===== config.mk =====
export PLATFORM = sky130hd
export DESIGN_NAME = seq_lockout_recognizer
export DESIGN_NICKNAME = d
export VERILOG_FILES = /design/src/rtl/seq_lockout_pkg.sv /design/src/rtl/seq_lockout_next.sv /design/src/rtl/seq_lockout_state.sv /design/src/rtl/seq_lockout_out.sv /design/src/rtl/seq_lockout_recognizer.sv
export SDC_FILE = /design/constraint.sdc
export NUM_CORES = 1
export LEC_CHECK = 0
export BUFFER_PORTS_ARGS = -buffer_cell sky130_fd_sc_hd__buf_2
export CORE_AREA = 2 2 39 41
export CTS_BUF_LIST = sky130_fd_sc_hd__clkbuf_2 sky130_fd_sc_hd__clkbuf_4 sky130_fd_sc_hd__clkbuf_8
export DETAILED_ROUTE_END_ITERATION = 8
export DIE_AREA = 0 0 41 43
export HOLD_SLACK_MARGIN = 0.02
export PLACE_DENSITY = 0.33
export RECOVER_POWER = 50
export SETUP_SLACK_MARGIN = 0.3
export SLEW_MARGIN = 0
export SYNTH_ARGS = -nofsm -noshare
export SYNTH_HDL_FRONTEND = slang
export SYNTH_SLANG_ARGS = --single-unit

===== constraint.sdc =====
create_clock -name clk -period 1 [get_ports clk]
set_input_delay 0.05 -clock clk [delete_from_list [all_inputs] [get_ports clk]]
set_output_delay 0.05 -clock clk [all_outputs]
set_load 0.005 [all_outputs]

===== src/rtl/seq_lockout_pkg.sv =====
package seq_lockout_pkg;

  localparam int unsigned NUM_STATES = 7;

  // Symbolic states, named after the relevant suffix of the history.
  typedef enum logic [2:0] {
    S_START = 3'd0,  // nothing consumed since reset
    S_Z     = 3'd1,  // only zeros so far
    S_ZO    = 3'd2,  // history ends ..0,1
    S_ZOZ   = 3'd3,  // history ends ..0,1,0 (output state)
    S_O     = 3'd4,  // history ends ..1
    S_OZ    = 3'd5,  // history ends ..1,0
    S_DEAD  = 3'd6   // 1,0,0 has been seen
  } rec_state_e;

  function automatic rec_state_e f_next(rec_state_e s, logic b);
    rec_state_e n;
    unique case (s)
      S_START: n = b ? S_O  : S_Z;
      S_Z:     n = b ? S_ZO : S_Z;
      S_ZO:    n = b ? S_O  : S_ZOZ;
      S_ZOZ:   n = b ? S_ZO : S_DEAD;
      S_O:     n = b ? S_O  : S_OZ;
      S_OZ:    n = b ? S_ZO : S_DEAD;
      default: n = S_DEAD;
    endcase
    return n;
  endfunction

  function automatic logic [NUM_STATES-1:0] f_to_onehot(rec_state_e s);
    logic [NUM_STATES-1:0] v;
    v = '0;
    v[int'(s)] = 1'b1;
    return v;
  endfunction

  function automatic rec_state_e f_from_onehot(logic [NUM_STATES-1:0] v);
    rec_state_e s;
    s = S_DEAD;
    for (int i = NUM_STATES - 1; i >= 0; i--) begin
      if (v[i]) s = rec_state_e'(i[2:0]);
    end
    return s;
  endfunction

  function automatic int unsigned f_popcount(logic [NUM_STATES-1:0] v);
    int unsigned c;
    c = 0;
    for (int i = 0; i < NUM_STATES; i++) c += int'(v[i]);
    return c;
  endfunction

endpackage


===== src/rtl/seq_lockout_next.sv =====
module seq_lockout_next
  import seq_lockout_pkg::*;
(
  input  rec_state_e cur,
  input  logic       bit_in,
  output rec_state_e nxt
);
  always_comb nxt = f_next(cur, bit_in);
endmodule


===== src/rtl/seq_lockout_state.sv =====
module seq_lockout_state
  import seq_lockout_pkg::*;
#(
  parameter bit ONE_HOT = 1'b1
) (
  input  logic       clk,
  input  logic       rst,
  input  rec_state_e nxt,
  output rec_state_e cur,
  output logic       code_ok
);
  generate
    if (ONE_HOT) begin : g_onehot
      logic [NUM_STATES-1:0] oh_q;
      always_ff @(posedge clk) begin
        if (rst) oh_q <= f_to_onehot(S_START);
        else     oh_q <= f_to_onehot(nxt);
      end
      always_comb begin
        cur     = f_from_onehot(oh_q);
        code_ok = (f_popcount(oh_q) == 1);
      end
    end else begin : g_binary
      rec_state_e bin_q;
      always_ff @(posedge clk) begin
        if (rst) bin_q <= S_START;
        else     bin_q <= nxt;
      end
      always_comb begin
        cur     = bin_q;
        code_ok = (int'(bin_q) < NUM_STATES);
      end
    end
  endgenerate
endmodule


===== src/rtl/seq_lockout_out.sv =====
module seq_lockout_out
  import seq_lockout_pkg::*;
(
  input  rec_state_e cur,
  output logic       hit,
  output logic       dead
);
  always_comb begin
    hit  = (cur == S_ZOZ);
    dead = (cur == S_DEAD);
  end
endmodule


===== src/rtl/seq_lockout_recognizer.sv =====
module seq_lockout_recognizer
  import seq_lockout_pkg::*;
#(
  parameter bit ONE_HOT = 1'b1
) (
  input  logic clk,
  input  logic rst,
  input  logic din,
  output logic match
);
  rec_state_e cur_s;
  rec_state_e nxt_s;
  logic       locked_w;
  logic       code_ok_w;

  seq_lockout_next u_next (
    .cur    (cur_s),
    .bit_in (din),
    .nxt    (nxt_s)
  );

  seq_lockout_state #(.ONE_HOT(ONE_HOT)) u_state (
    .clk     (clk),
    .rst     (rst),
    .nxt     (nxt_s),
    .cur     (cur_s),
    .code_ok (code_ok_w)
  );

  seq_lockout_out u_out (
    .cur  (cur_s),
    .hit  (match),
    .dead (locked_w)
  );
endmodule


==> run_results.csv <==
group,metric,value,unit
place,dp_hpwl,340,um
synthesis,synth_area,262,um2
worst_hold_path,hold_path_class,"in2reg",
synthesis,synth_seq_cells,6,
worst_setup_path,r2r_start,"u_state.g_onehot.oh_q[0]$_SDFF_PP1_",
synthesis,synth_top_family_by_area,"simple AND/OR/NAND/NOR gates",
synthesis,yosys-top-cells-count,"dfxtp_1, nor2_1, nand2b_1, nor3_1",
layout,regMostFlops,"u_state.g_onehot.oh_q",
global_routing,grt_max_degree,7,
global_routing,grt.total_usage,0.0602,
global_routing,grt_pass1_wl,696,um
timing,worst_pin_slew,263,ps
synthesis,synthCells,25,
cts,numCtsBuffers,3,
cts,clk_pin_slew,40,ps
layout,reg.largest.list,"u_state.g_onehot.oh_q: 6 flops",
synthesis,synth_fp_nets,28,
worst_hold_path,hp-start,"din",
route,firstDrtPassIters,2,
die,num_rows,14,
synthesis,seq_area_frac_synth,0.459,
worst_setup_path,endpoint_kind,"flip-flop",
route,via_per_inst,4.08,
timing,drv_slew,0,
route,routed-via-count,204,
synthesis,synth-compound-area-share,0.0766,
synthesis,yosysWarnings,0,
cts,root_buffer,"clkbuf_4",
worst_hold_path,hold_path_depth,2,
cts,cts_tree,"yes",
cts,insertion_delay,230,ps
synthesis,synth_most_common_cell,"dfxtp_1",
place,gp_congestion,0.663,
worst_hold_path,holdPathEnd,"u_state.g_onehot.oh_q[1]$_SDFF_PP0_",
worst_setup_path,r2r_slack,-130,ps
pwr,power.density,1340,nW/um2
layout,syn2layout_area_growth,54.1,%
synthesis,yosys.area_share.adder,0,
synthesis,synth_cell_types,16,
status,violations,"negative setup slack",
die,start_util,0.189,
timing,min_period,1130,ps
timing,setup_violations,4,
synthesis,async_flop_share,0,
global_routing,grt_overflow,0,
timing,skew,0.528,ps
place,pre_cts_ws,-101,ps
route,wl_per_cell,8.86,um
route,antenna_left,0,
flow_run,drv_cap,0,
timing,rsz0062_at_grt,"true",
place,portBuffers,3,
global_routing,antenna_found_initial,0,
worst_setup_path,rr_endpoint,"u_state.g_onehot.oh_q[5]$_SDFF_PP0_",
route,wirelength,443,um
die,core,1380,um2
timing,layout_setup_ws,-126,ps
die,io_pins,4,
synthesis,synth_simple_gate_area_share,0.397,
layout,drive_gt1_frac,0.618,
cts,cts.path.max_buffers,2,
timing,fin_crit_sh,1.13,
worst_setup_path,crit_path_start_kind,"flip-flop",
worst_setup_path,ff2ff_path_depth,3,
worst_setup_path,required,1110,ps
layout,nets,39,
worst_setup_path,cp_max_fo,3,
synthesis,yosys.area.top_type_share,0.459,
synthesis,synth_xor_area_frac,0,
timing,hold_viol_final,0,
synthesis,muxShareOfSynthArea,0.0383,
timing,max_freq,888,MHz
global_routing,grt_pass1_vias,213,
synthesis,synth.avg_cell_area,10.5,um2
synthesis,yosys-top-cells-area,"dfxtp_1, nor4_4, a221oi_2",
pwr,peakVddDrop,0.470,mV
route,first_iter_violations,1,
cts,cts.sinks,6,
die,die_area,1760,um2
route,post-route-drc-count,0,
status,status,"finished with violations",
timing,totalNegativeSetupSlack,-330,ps
worst_setup_path,cp.arrival,1240,ps
layout,n_antenna_cell,0,
synthesis,synth_top_area_cell,"dfxtp_1",
pwr,p_leak,0.000155,uW
synthesis,synth_ff_type,"dfxtp_1",
timing,max-slew-margin-rel,0.825,
layout,largest_reg_flops,6,
cts,postCtsSetupBuffers,0,
layout,fillers,149,
worst_setup_path,worstSetupPathType,"reg2reg",
die,die_height,43,um
cts,htree_levels,1,
die,die_x,41,um
synthesis,synth_edf_count,0,
==> power by group <==
group / switching, uW / leakage (uW) / internal (uW)
combinational: 28.9 / 0.0000901 / 41.7
sequential: 14.4 / 0.0000512 / 247
clock: 72.1 / 0.0000138 / 135
total: 115 / 0.000155 / 424
==> what timing repair did <==
item,CTS,global route
hold buffers,1,0
endpoints found under the setup margin,6,6
pin swaps,1,5
cloned,0,0
resized for setup,2,11
hold endpoints to repair,1,0
==> final cells by class <==
type,instances,area [um2],area share
tap,16,20.0,0.0497
sequential,6,130,0.323
inverter,1,3.75,0.00932
clock buffer,3,22.5,0.0559
timing repair buffer,7,50.0,0.124
multi-input combinational,17,176,0.438
==> cells by family (layout without fill, tap and decap cells) <==
logic type | count (synthesis) | in the layout
muxes | 1 | 1
DFF | 6 | 6
AOI/OAI and AO/OA | 2 | 2
buffers and inverters | 2 | 11
and+or+nand+nor | 14 | 14
==> cells in the final DEF, fill, tap and decap left out, drive strengths merged <==
cell type and instances:
or2 1, nor4b 1, and2 1, nor2 3, dfxtp 6, and3b 1, and3 1, inv 1
nand2b 2, nor3 2, nor4 2, clkbuf 4, mux2i 1, buf 5, a221oi 1, dlygate4sd3 1
a21oi 1
==> layer usage <==
metal	vias to the layer above	GRT usage	wire length (um)
met2	4	0.0938	253
li1	107	-	-
met1	93	0.0579	170
met3	0	0.0157	18
met4	0	0.0600	0
met5	-	0	0
==> critical path, stage by stage (launching register included) <==
cell and delay [ps]:
dfxtp_4 360, nor4_4 290, mux2i_1 290, nor4b_2 70
==> worst max path at each step <==
stage,start,endpoint
2_1_floorplan,u_state.g_onehot.oh_q[0]$_SDFF_PP1_,u_state.g_onehot.oh_q[5]$_SDFF_PP0_
6_report,u_state.g_onehot.oh_q[0]$_SDFF_PP1_,u_state.g_onehot.oh_q[5]$_SDFF_PP0_
3_5_place_dp,u_state.g_onehot.oh_q[0]$_SDFF_PP1_,u_state.g_onehot.oh_q[4]$_SDFF_PP0_
4_1_cts,u_state.g_onehot.oh_q[0]$_SDFF_PP1_,u_state.g_onehot.oh_q[4]$_SDFF_PP0_
5_1_grt,u_state.g_onehot.oh_q[3]$_SDFF_PP0_,u_state.g_onehot.oh_q[5]$_SDFF_PP0_
3_3_place_gp,u_state.g_onehot.oh_q[0]$_SDFF_PP1_,u_state.g_onehot.oh_q[5]$_SDFF_PP0_
==> metrics by stage <==
| step | instance area (um2) | hold slack, ps | std cells | total power, uW | util |
|---|---|---|---|---|---|
| 3_3_place_gp | 318 | 237 | 46 | 317 | 0.230 |
| 2_1_floorplan | 264 | 119 | 25 | 297 | - |
| 6_report | 403 | 24.7 | 50 | 539 | 0.291 |
| 5_1_grt | 403 | 23.5 | 50 | 569 | 0.291 |
| 4_1_cts | 358 | 29.0 | 50 | 540 | 0.259 |
| 3_5_place_dp | 318 | 241 | 46 | 317 | 0.230 |
No activity file was read; power rests on OpenSTA's default activity.
